### config.mk
export PLATFORM = sky130hd
export DESIGN_NAME = prg_boot_decoder
export DESIGN_NICKNAME = d
export VERILOG_FILES = /design/src/rtl/prg_boot_pkg.sv /design/src/rtl/prg_boot_regs.sv /design/src/rtl/prg_boot_map.sv /design/src/rtl/prg_boot_decoder.sv
export SDC_FILE = /design/constraint.sdc
export NUM_CORES = 1
export LEC_CHECK = 0
export BUFFER_PORTS_ARGS = -buffer_cell sky130_fd_sc_hd__buf_2
export CORE_UTILIZATION = 45
export DETAILED_ROUTE_END_ITERATION = 16
export PLACE_DENSITY = 0.8
export RECOVER_POWER = 50
export SYNTH_ARGS = -nofsm -noshare
export SYNTH_HDL_FRONTEND = slang
export SYNTH_SLANG_ARGS = --single-unit
### constraint.sdc
create_clock -name clk -period 1.2 [get_ports clk]
set_clock_uncertainty 0.05 [all_clocks]
set_input_delay 0.06 -clock clk [delete_from_list [all_inputs] [get_ports clk]]
set_output_delay 0.06 -clock clk [all_outputs]
set_load 0.005 [all_outputs]
### src/rtl/prg_boot_pkg.sv
package prg_boot_pkg;
  // Address slots of 8 KB, taken from the top three address bits
  typedef enum logic [2:0] {
    SLOT_LOW0  = 3'd0,
    SLOT_LOW1  = 3'd1,
    SLOT_IO    = 3'd2,
    SLOT_WIN   = 3'd3,
    SLOT_8000  = 3'd4,
    SLOT_A000  = 3'd5,
    SLOT_C000  = 3'd6,
    SLOT_E000  = 3'd7
  } slot_e;

  // Indices into the bank register set
  localparam int unsigned BR_WIN  = 0;
  localparam int unsigned BR_8000 = 1;
  localparam int unsigned BR_A000 = 2;
  localparam int unsigned BR_C000 = 3;
  localparam int unsigned BR_NUM  = 4;
endpackage

### src/rtl/prg_boot_regs.sv
module prg_boot_regs
  import prg_boot_pkg::*;
#(
  parameter int unsigned ADDR_W = 16,
  parameter int unsigned DATA_W = 8,
  parameter int unsigned BANK_W = 4,
  parameter logic [ADDR_W-1:0] CTRL_ADDR = 16'h5100,
  parameter logic [ADDR_W-1:0] BREG_BASE = 16'h5104
) (
  input  logic                            clk,
  input  logic                            rst_n,
  input  logic                            wr_stb,
  input  logic [ADDR_W-1:0]               addr,
  input  logic [DATA_W-1:0]               data,
  output logic                            startup,
  output logic [BR_NUM-1:0][BANK_W-1:0]   banks
);
  logic unused_hi;
  assign unused_hi = ^data[DATA_W-1:BANK_W];

  // Startup flag: set by reset, cleared once by a control write with bit 0 set
  always_ff @(posedge clk or negedge rst_n) begin
    if (!rst_n) begin
      startup <= 1'b1;
    end else if (wr_stb && addr == CTRL_ADDR && data[0]) begin
      startup <= 1'b0;
    end
  end

  for (genvar g = 0; g < BR_NUM; g++) begin : g_breg
    localparam logic [ADDR_W-1:0] MY_ADDR = BREG_BASE + ADDR_W'(g);
    always_ff @(posedge clk or negedge rst_n) begin
      if (!rst_n) begin
        banks[g] <= '0;
      end else if (wr_stb && addr == MY_ADDR) begin
        banks[g] <= data[BANK_W-1:0];
      end
    end
  end
endmodule

### src/rtl/prg_boot_map.sv
module prg_boot_map
  import prg_boot_pkg::*;
#(
  parameter int unsigned ADDR_W = 16,
  parameter int unsigned BANK_W = 4,
  parameter logic [ADDR_W-1:0] COPRO_ADDR = 16'h5000
) (
  input  logic [ADDR_W-1:0]             addr,
  input  logic                          m2,
  input  logic                          startup,
  input  logic [BR_NUM-1:0][BANK_W-1:0] banks,
  output logic                          boot_sel,
  output logic                          copro_sel,
  output logic                          ram_ce,
  output logic [BANK_W-1:0]             ram_bank
);
  localparam logic [BANK_W-1:0] LAST_BANK = '1;

  slot_e slot;
  logic  copro_hit;
  logic  unused_a0;

  assign slot      = slot_e'(addr[ADDR_W-1 -: 3]);
  assign copro_hit = (addr[ADDR_W-1:1] == COPRO_ADDR[ADDR_W-1:1]);
  assign unused_a0 = addr[0];

  always_comb begin
    boot_sel  = 1'b0;
    copro_sel = 1'b0;
    ram_ce    = 1'b0;
    ram_bank  = '0;
    if (m2) begin
      unique case (slot)
        SLOT_IO:   copro_sel = copro_hit && !startup;
        SLOT_WIN: begin
          ram_ce   = 1'b1;
          ram_bank = banks[BR_WIN];
        end
        SLOT_8000, SLOT_A000, SLOT_C000, SLOT_E000: begin
          if (startup) begin
            boot_sel = 1'b1;
          end else begin
            ram_ce = 1'b1;
            case (slot)
              SLOT_8000: ram_bank = banks[BR_8000];
              SLOT_A000: ram_bank = banks[BR_A000];
              SLOT_C000: ram_bank = banks[BR_C000];
              default:   ram_bank = LAST_BANK;
            endcase
          end
        end
        default: ;
      endcase
    end
  end
endmodule

### src/rtl/prg_boot_decoder.sv
module prg_boot_decoder
  import prg_boot_pkg::*;
#(
  parameter int unsigned ADDR_W = 16,
  parameter int unsigned DATA_W = 8,
  parameter int unsigned BANK_W = 4
) (
  input  logic              clk,
  input  logic              rst_n,
  input  logic [ADDR_W-1:0] cpu_addr,
  input  logic              cpu_rw,
  input  logic              cpu_m2,
  input  logic [DATA_W-1:0] cpu_data,
  output logic              boot_sel,
  output logic              copro_sel,
  output logic              ram_ce,
  output logic [BANK_W-1:0] ram_bank
);
  logic                          wr_stb;
  logic                          startup;
  logic [BR_NUM-1:0][BANK_W-1:0] banks;

  assign wr_stb = cpu_m2 && !cpu_rw;

  prg_boot_regs #(
    .ADDR_W(ADDR_W), .DATA_W(DATA_W), .BANK_W(BANK_W)
  ) u_regs (
    .clk(clk), .rst_n(rst_n), .wr_stb(wr_stb), .addr(cpu_addr),
    .data(cpu_data), .startup(startup), .banks(banks)
  );

  prg_boot_map #(
    .ADDR_W(ADDR_W), .BANK_W(BANK_W)
  ) u_map (
    .addr(cpu_addr), .m2(cpu_m2), .startup(startup), .banks(banks),
    .boot_sel(boot_sel), .copro_sel(copro_sel), .ram_ce(ram_ce),
    .ram_bank(ram_bank)
  );
endmodule

==> impl_metrics.ini, run 1 <==
[setup_path]
crit_path_max_incr_delay_ns = 0.41
crit_chain = nor2b_4, o221ai_2, a21boi_1, buf_2
crit_arrival_ns = 1.38
critPathRequiredTime_ns = 1.09
path_buf_inv = 1
crit_path_start_kind = register
endpoint_kind = primary output
critical_path_class = reg -> out
critPathSlowestCell = dfstp_2
path_delay_family = flip-flops
worstPathMaxFanout = 5

[power]
p_clk_share_pct = 28.7
p_sw_w = 0.000294
p_leak_nw = 0.793
total_power_w = 0.00109
ir_drop_mv = 0.794
pwr_density_cell_nw_per_um2 = 674
combinationalPowerShare_pct = 18.8
p_int_w = 0.000796
seqPwrFrac_pct = 52.6
switching_share_pct = 27.0

[final_layout]
finish.utilization_pct = 80.8
seqCellArea_um2 = 427
antenna_cells = 0
fin_nets = 168
area_growth_pct = 67.1
multi_input_area_um2 = 678
drive_above_1_share_pct = 71.9
final_cell_mix = 24 x buf_2, 24 x buf_4, 20 x mux2_4
fillers = 104

[clock_network]
cts_tree = built
cts_buffers = 3
clock-root-buffer = clkbuf_4
htree_levels = 1
cts.sinks = 17
clk_latency_ns = 0.30
clock_path_buffers = 2
clk_pin_slew_ns = 0.10

[place]
hpwl_mm = 1.92
portBuffers = 30
gp_congestion = 0.825

[die]
die_w_um = 48.4
row_count = 16
start_util_pct = 48.4
ios = 35
fp.dieH_um = 48.4
dieArea_um2 = 2340
core_um2 = 2000

[grt]
antenna_found_initial = 0
overflow = 0
grt_pass1_wl_mm = 4.84
grt_usage_pct = 27.4
grt_max_degree = 18
grt_pass1_vias = 975

[drt]
dr_total_vias = 919
drt-initial-drc-count = 19
postRouteAntennaNets = 0
drc = 0
avgViaCountPerCell = 5.54
totalWireLength_mm = 3.44
post_drt_wl_per_cell_um = 20.7
drt-pass1-iter-count = 4

[yosys]
synth.distinct_cells = 23
avgSynthCellArea_um2 = 13.1
synthesis.area_um2 = 968
ys.warnings.count = 0
synth_fp_nets = 102
synth_cells = 74
ys_seq_area_share_pct = 44.1
synth_seq_cells = 17

[outcome]
status = finished, violations left
violations = setup timing

[timing]
finalHoldViolCount = 0
fin_ws_ns = -0.289
worst_slew_pin_slew_ns = 0.923
setup_violations = 23
maxSlewHeadroom_pct = 38.5
finalMaxSlewViolations = 0
fmax_mhz = 672
fin_crit_ns = 1.49
rsz0062_at_grt = true
fin_crit_sh_pct = 124

[job]
cap_violations = 0

[min_path]
hold_class = in -> reg
cells in the mapped netlist:
cell | count | area [um^2]
o21a_1 | 1 | 7.51
nor2_1 | 4 | 15.0
nand3_4 | 1 | 17.5
nor4_4 | 2 | 42.5
mux2_1 | 1 | 11.3
nor4_1 | 1 | 6.26
nor3_2 | 1 | 10.0
and3_1 | 1 | 6.26
nand2b_1 | 1 | 6.26
dfrtp_1 | 16 | 400
a21boi_0 | 4 | 30.0
nor4b_2 | 1 | 15.0
clkbuf_2 | 1 | 5.00
nor4b_4 | 2 | 47.6
o221ai_1 | 4 | 35.0
nand4_1 | 1 | 6.26
o41a_1 | 1 | 11.3
dfstp_2 | 1 | 26.3
nor2b_1 | 2 | 12.5
mux2_2 | 19 | 214
nand2_1 | 7 | 26.3
inv_1 | 1 | 3.75
nand4_2 | 1 | 12.5
state kept, by name, indices dropped and copies added, names as in the netlist:
register,flops
u_regs.banks,16
u_regs.startup,1
stage by stage:
stage | std cells | hold slack, ns | TNS, ns | worst slack [ns] | instance area [um^2]
finish | 166 | 0.0200 | -4.64 | -0.289 | 1620
global route | 166 | 0.00501 | -5.40 | -0.330 | 1620
CTS | 160 | 0.00909 | -2.92 | -0.243 | 1530
detailed placement | 148 | -0.0495 | -7.69 | -0.506 | 1330
global placement | 148 | -0.0591 | -6.87 | -0.433 | 1330
floorplan | 74 | -0.286 | -4.20 | -0.326 | 1030
metal layers:
| metal | up-vias | global-route usage, % | wire length (um) |
|---|---|---|---|
| li1 | 411 | - | - |
| met1 | 472 | 34.5 | 1520 |
| met2 | 34 | 44.6 | 1770 |
| met3 | 2 | 7.55 | 127 |
| met4 | 0 | 10.8 | 23 |
| met5 | - | 0 | 0 |
what timing repair did:
action / 4_1_cts / 5_1_grt
endpoints found under the hold margin: 19 / 0
endpoints found under the setup margin: 23 / 23
gates resized for setup: 27 / 10
pin swaps: 13 / 3
hold buffers: 2 / 0
buffers inserted: 6 / 6
cell families after synthesis:
| logic type | count (synthesis) | synth area share [%] |
|---|---|---|
| simple gates | 25 | 23.1 |
| buf+inv | 2 | 0.904 |
| compound gates | 10 | 8.66 |
| flops | 17 | 44.1 |
| mux | 20 | 23.3 |
power groups by stage:
stage / clock network [W] / registers [W] / logic (W)
2_1_floorplan: 0 / 0.000584 / 0.0000477
3_3_place_gp: 0 / 0.000584 / 0.000158
3_5_place_dp: 0 / 0.000584 / 0.000163
4_1_cts: 0.000314 / 0.000573 / 0.000191
5_1_grt: 0.000346 / 0.000573 / 0.000214
6_report: 0.000312 / 0.000573 / 0.000205
layout make-up:
cell class / count / share of cell area, %
clock buffers: 3 / 1.39
clock inverters: 1 / 0.309
inverters: 1 / 0.232
multi-input cells: 55 / 41.9
flip-flops and latches: 17 / 26.4
well taps: 27 / 2.09
repair buffers: 62 / 27.7
final timing paths:
| kind | start | end | slack (ns) | depth (start not counted) |
|---|---|---|---|---|
| setup / recovery | u_regs.startup | ram_bank[3] | -0.29 | 4 |
| hold / removal | cpu_data[0] | u_regs.banks[12] | 0.02 | 2 |
| setup reg to reg | u_regs.banks[13] | u_regs.banks[13] | 0.10 | 3 |
| hold reg to reg | u_regs.banks[2] | u_regs.banks[2] | 0.48 | 1 |
| max in group asynchronous | rst_n | u_regs.banks[3] | 0.19 | 2 |
| min in group asynchronous | rst_n | u_regs.banks[0] | 0.35 | 2 |
Power figures use the tool's default switching activity.
==> run 2: changes to the inputs <==
ABC_AREA = 1   (was unset)
PLACE_DENSITY = 0.78   (was 0.8)
==> run 2 against run 1 <==
Effect of this change: the flow still finishes with violations (setup timing); combinational power decreased by 14%; clock power down 5%; first-iteration DRC count up 110%; synthesized cell count up 99%; critical path type unchanged; largest power group unchanged.
==> impl_metrics.ini, run 2 <==
[outcome]
status = finished, violations left
violations = setup timing

[final_layout]
regMostFlops = u_regs.banks
final_area_um2 = 1420
fin_nets = 217
largest_reg_flops = 16
area_growth_pct = 26.1
final_cell_mix = 49 x nand2_1, 29 x buf_2, 27 x nand4_1
stdcell_count = 216
antenna_cells = 0
top_regs = u_regs.banks (16), u_regs.startup (1)
mostFrequentLayoutCell = nand2_1
drive_above_1_share_pct = 34.6

[setup_path]
crit_path_start_kind = register
critPathRequiredTime_ns = 1.09
crit_arrival_ns = 1.24
critical_path_class = reg -> out
worstPathMaxFanout = 5
endpoint_kind = primary output

[die]
core_um2 = 2280
row_count = 17
dieArea_um2 = 2710
die_w_um = 52.1
ios = 35
fp.dieH_um = 52.1
start_util_pct = 49.5

[drt]
totalWireLength_mm = 2.81
drc = 0
post_drt_wl_per_cell_um = 13.0
dr_total_vias = 1200
postRouteAntennaNets = 0
drt-initial-drc-count = 39
avgViaCountPerCell = 5.56
drt-pass1-iter-count = 4

[clock_network]
clk_pin_slew_ns = 0.10
cts_buffers = 3
clock-root-buffer = clkbuf_4
cts.sinks = 17
htree_levels = 1
cts_tree = built
clock_path_buffers = 2
clk_latency_ns = 0.28

[power]
combinationalPowerShare_pct = 16.9
seqPwrFrac_pct = 54.8
switching_share_pct = 27.1
ir_drop_mv = 0.346
p_leak_nw = 0.733
pwr_density_cell_nw_per_um2 = 736
p_int_w = 0.000762
p_clk_share_pct = 28.3
p_sw_w = 0.000284

[place]
place_inst = 207
portBuffers = 30
gp_congestion = 0.827
hpwl_mm = 2.19
pre_cts_slack_ns = 0.0309
place_area_um2 = 1340

[yosys]
synth_common_cells = 49 x nand2_1, 27 x nand4_1, 16 x dfrtp_1, 13 x nor2_1
ys.warnings.count = 0
yosys.area.top_type = dfrtp_1
synthesis.area_um2 = 1130
synth_ff_type = dfrtp_1
ys_seq_area_share_pct = 37.8
synth.distinct_cells = 23
synth_fp_nets = 175
synth_edf_count = 0
synthTopCellsByArea = dfrtp_1 36%, nand2_1 16%, nand4_1 15%, nand3_4 6.2%, nor2_1 4.3%
yosysTopAreaCellShare_pct = 35.5
synth_seq_cells = 17
yosysMostFrequentCell = nand2_1
async_flop_share_pct = 100
avgSynthCellArea_um2 = 7.67
synth_cells = 147

[timing]
finalMaxSlewViolations = 0
rsz0062_at_grt = true
maxSlewHeadroom_pct = 73.2
fin_crit_ns = 1.35
worst_slew_pin_slew_ns = 0.402
fmax_mhz = 742
setup_violations = 7
finalHoldViolCount = 0
fin_crit_sh_pct = 112
fin_tns_setup_ns = -0.848
fin_ws_ns = -0.147

[grt]
overflow = 0
use_met3_pct = 1.75
antenna_found_initial = 0
grt_pass1_wl_mm = 4.50
grt_max_degree = 18
grt_pass1_vias = 1068
met2_usage_pct = 40.4
grt_usage_pct = 22.9
use_met1_pct = 27.8
grt.busiest_layer = met2

[min_path]
hold_class = in -> reg

[job]
cap_violations = 0
[run 2: area by class of cell]
type | instances | area (um^2)
Timing Repair Buffer | 42 | 255
Fill cell | 194 | 855
Tap cell | 28 | 35.0
Multi-Input combinational cell | 116 | 641
Clock inverter | 1 | 5.00
Sequential cell | 17 | 427
Inverter | 9 | 36.3
Clock buffer | 3 | 22.5
[run 2: worst paths after layout]
check,startpoint,endpoint,slack [ns],cells past startpoint
setup / recovery,u_regs.startup,ram_bank[1],-0.15,4
hold reg to reg,u_regs.banks[12],u_regs.banks[12],0.43,2
hold / removal,cpu_data[3],u_regs.banks[7],0.01,3
setup reg to reg,u_regs.startup,u_regs.startup,0.08,5
max in group asynchronous,rst_n,u_regs.startup,0.61,2
min in group asynchronous,rst_n,u_regs.banks[11],0.17,2
[run 2: critical path, stage by stage, from the launching register on]
cell,delay [ns]
dfstp_2,0.61
nor2_4,0.07
o21ai_2,0.06
a21oi_1,0.08
buf_2,0.12
[run 2: kinds of logic after synthesis]
family	count (synthesis)	synth area share, %
DFF	17	37.8
and+or+nand+nor	106	50.1
AOI/OAI and AO/OA	10	5.10
buffers and inverters	14	6.99
[run 2: layer usage]
layer	up-vias	routed length, um
met5	-	0
met4	0	97
met3	11	183
met2	52	1380
met1	547	1160
li1	590	-
[run 2: timing repair]
| action | CTS | global route |
|---|---|---|
| setup buffers | 1 | 3 |
| hold endpoints to repair | 17 | 0 |
| hold buffers | 1 | 0 |
| pin swaps | 4 | 3 |
| resized for setup | 2 | 4 |
| endpoints found under the setup margin | 7 | 7 |
[run 2: power groups by stage]
stage	combinational [W]	sequential [W]	clock [W]
final	0.000177	0.000573	0.000296
after global routing	0.000194	0.000573	0.000321
after CTS	0.000171	0.000573	0.000301
after detailed placement	0.000166	0.000584	0
after global placement	0.000159	0.000584	0
after floorplan	0.0000775	0.000584	0
[run 2: metrics by stage]
| step | util [%] | power [W] | hold WS (ns) |
|---|---|---|---|
| 5_1_grt | 62.5 | 0.00109 | 0.0245 |
| 3_5_place_dp | 58.7 | 0.000750 | -0.0562 |
| 4_1_cts | 61.0 | 0.00104 | 0.0107 |
| 3_3_place_gp | 58.7 | 0.000743 | -0.0652 |
| 6_report | 62.5 | 0.00105 | 0.00962 |
| 2_1_floorplan | - | 0.000662 | -0.286 |
==> run 3: changes to the inputs <==
CORE_UTILIZATION = 54   (was 45)
PLACE_DENSITY = 0.9   (was 0.78)
clock period = 1.7 ns   (was 1.2 ns; I/O delays follow)
==> run 3 against run 2 <==
Effect of this change: the run now ends clean; first-iteration DRC count decreased by 36%; sequential power decreased by 29%; utilization increased by 4.3 points; critical path type unchanged; largest cell class unchanged; largest power group unchanged.
==> impl_metrics.ini, run 3 (same netlist as run 2, synthesis figures left out) <==
[outcome]
status = finished clean

[timing]
maxSlewHeadroom_pct = 41.4
fin_crit_ns = 1.47
rsz0062_at_grt = false
fin_tns_setup_ns = 0
finalHoldViolCount = 0
finalMaxSlewViolations = 0
fin_crit_sh_pct = 86.3
worst_slew_pin_slew_ns = 0.879
setup_violations = 0
fmax_mhz = 682

[setup_path]
crit_arrival_ns = 1.33
crit_start = u_regs.startup
crit_path_start_kind = register
reg2reg_depth = 2
critPathRequiredTime_ns = 1.56
r2r_start = u_regs.startup
worstPathMaxFanout = 5
timing.rr.end = u_regs.startup
rrSetupSlack_ns = 0.91
endpoint_kind = primary output
critical_path_class = reg -> out
cp-endpoint = ram_bank[2]

[final_layout]
antenna_cells = 0
regMostFlops = u_regs.banks
final_cell_mix = 49 x nand2_1, 29 x buf_2, 27 x nand4_1
drive_above_1_share_pct = 27.4
finish.utilization_pct = 66.7
fin_nets = 208
area_growth_pct = 16.1
largest_reg_flops = 16
top_regs = u_regs.banks (16), u_regs.startup (1)
mostFrequentLayoutCell = nand2_1

[grt]
grt_max_degree = 18
grt_pass1_wl_mm = 3.76
antenna_found_initial = 0
grt_pass1_vias = 899
grt_usage_pct = 24.0
overflow = 0

[die]
die_w_um = 47.7
core_um2 = 1960
ios = 35
dieArea_um2 = 2270
row_count = 16
start_util_pct = 57.5
fp.dieH_um = 47.7

[drt]
dr_total_vias = 1136
avgViaCountPerCell = 5.51
drt-initial-drc-count = 25
drt-pass1-iter-count = 4
drc = 0
postRouteAntennaNets = 0
totalWireLength_mm = 2.52
post_drt_wl_per_cell_um = 12.3

[clock_network]
clk_pin_slew_ns = 0.10
cts.sinks = 17
clock-root-buffer = clkbuf_4
clk_latency_ns = 0.29
clock_path_buffers = 2
cts_tree = built
htree_levels = 1
post_cts_resized = 0
cts_buffers = 3

[place]
portBuffers = 30
hpwl_mm = 2.06
gp_congestion = 0.815

[min_path]
hold_class = in -> reg

[power]
pwr_density_cell_nw_per_um2 = 559
ir_drop_mv = 0.355
p_leak_nw = 0.672

[job]
cap_violations = 0
run 3: worst max-delay path, stage by stage (launching register included):
cell,delay [ns]
dfstp_2,0.41
nor2_1,0.22
o21ai_1,0.13
a21oi_1,0.15
buf_2,0.13
run 3: power by group:
part	internal [W]	switching, W	leakage (nW)	total, W
logic	0.0000390	0.0000728	0.420	0.000112
registers	0.000404	0.0000000475	0.234	0.000404
clock network	0.0000876	0.000128	0.0177	0.000215
total	0.000531	0.000200	0.672	0.000731
run 3: routing by layer:
layer	vias to the layer above	GRT usage [%]	part of all wire, %	wire length [um]
li1	570	-	-	-
met1	514	31.0	42	1060
met2	45	40.8	49	1240
met3	7	1.89	6.3	160
met4	0	11.1	2.2	55
met5	-	0	0	0
run 3: through the flow:
stage / total power [W] / instance area (um^2) / cells / setup WS (ns) / hold slack (ns)
2_1_floorplan: 0.000467 / 1130 / 147 / 0.726 / -0.261
3_3_place_gp: 0.000519 / 1280 / 201 / 0.372 / -0.0418
3_5_place_dp: 0.000524 / 1280 / 201 / 0.320 / -0.0255
4_1_cts: 0.000734 / 1320 / 206 / 0.233 / 0.0329
5_1_grt: 0.000767 / 1310 / 206 / 0.155 / 0.0461
6_report: 0.000731 / 1310 / 206 / 0.233 / 0.0269
run 3: final cells by class:
type	count	area (um^2)
flip-flops and latches	17	427
well taps	27	33.8
clock buffers	3	22.5
multi-input cells	116	614
clock inverters	1	5.00
inverters	9	36.3
fillers	188	653
repair buffers	33	170
run 3: worst min-delay path by stage:
stage | start | depth (start not counted) | endpoint
floorplan | rst_n | 0 | u_regs.banks[0]
global placement | rst_n | 1 | u_regs.banks[0]
detailed placement | rst_n | 1 | u_regs.banks[0]
CTS | cpu_data[3] | 3 | u_regs.banks[3]
global route | cpu_data[1] | 3 | u_regs.banks[9]
finish | cpu_data[3] | 3 | u_regs.banks[3]
run 3: timing repair:
action	4_1_cts	5_1_grt
hold buffers	1	0
buffers inserted	0	0
hold endpoints to repair	17	0
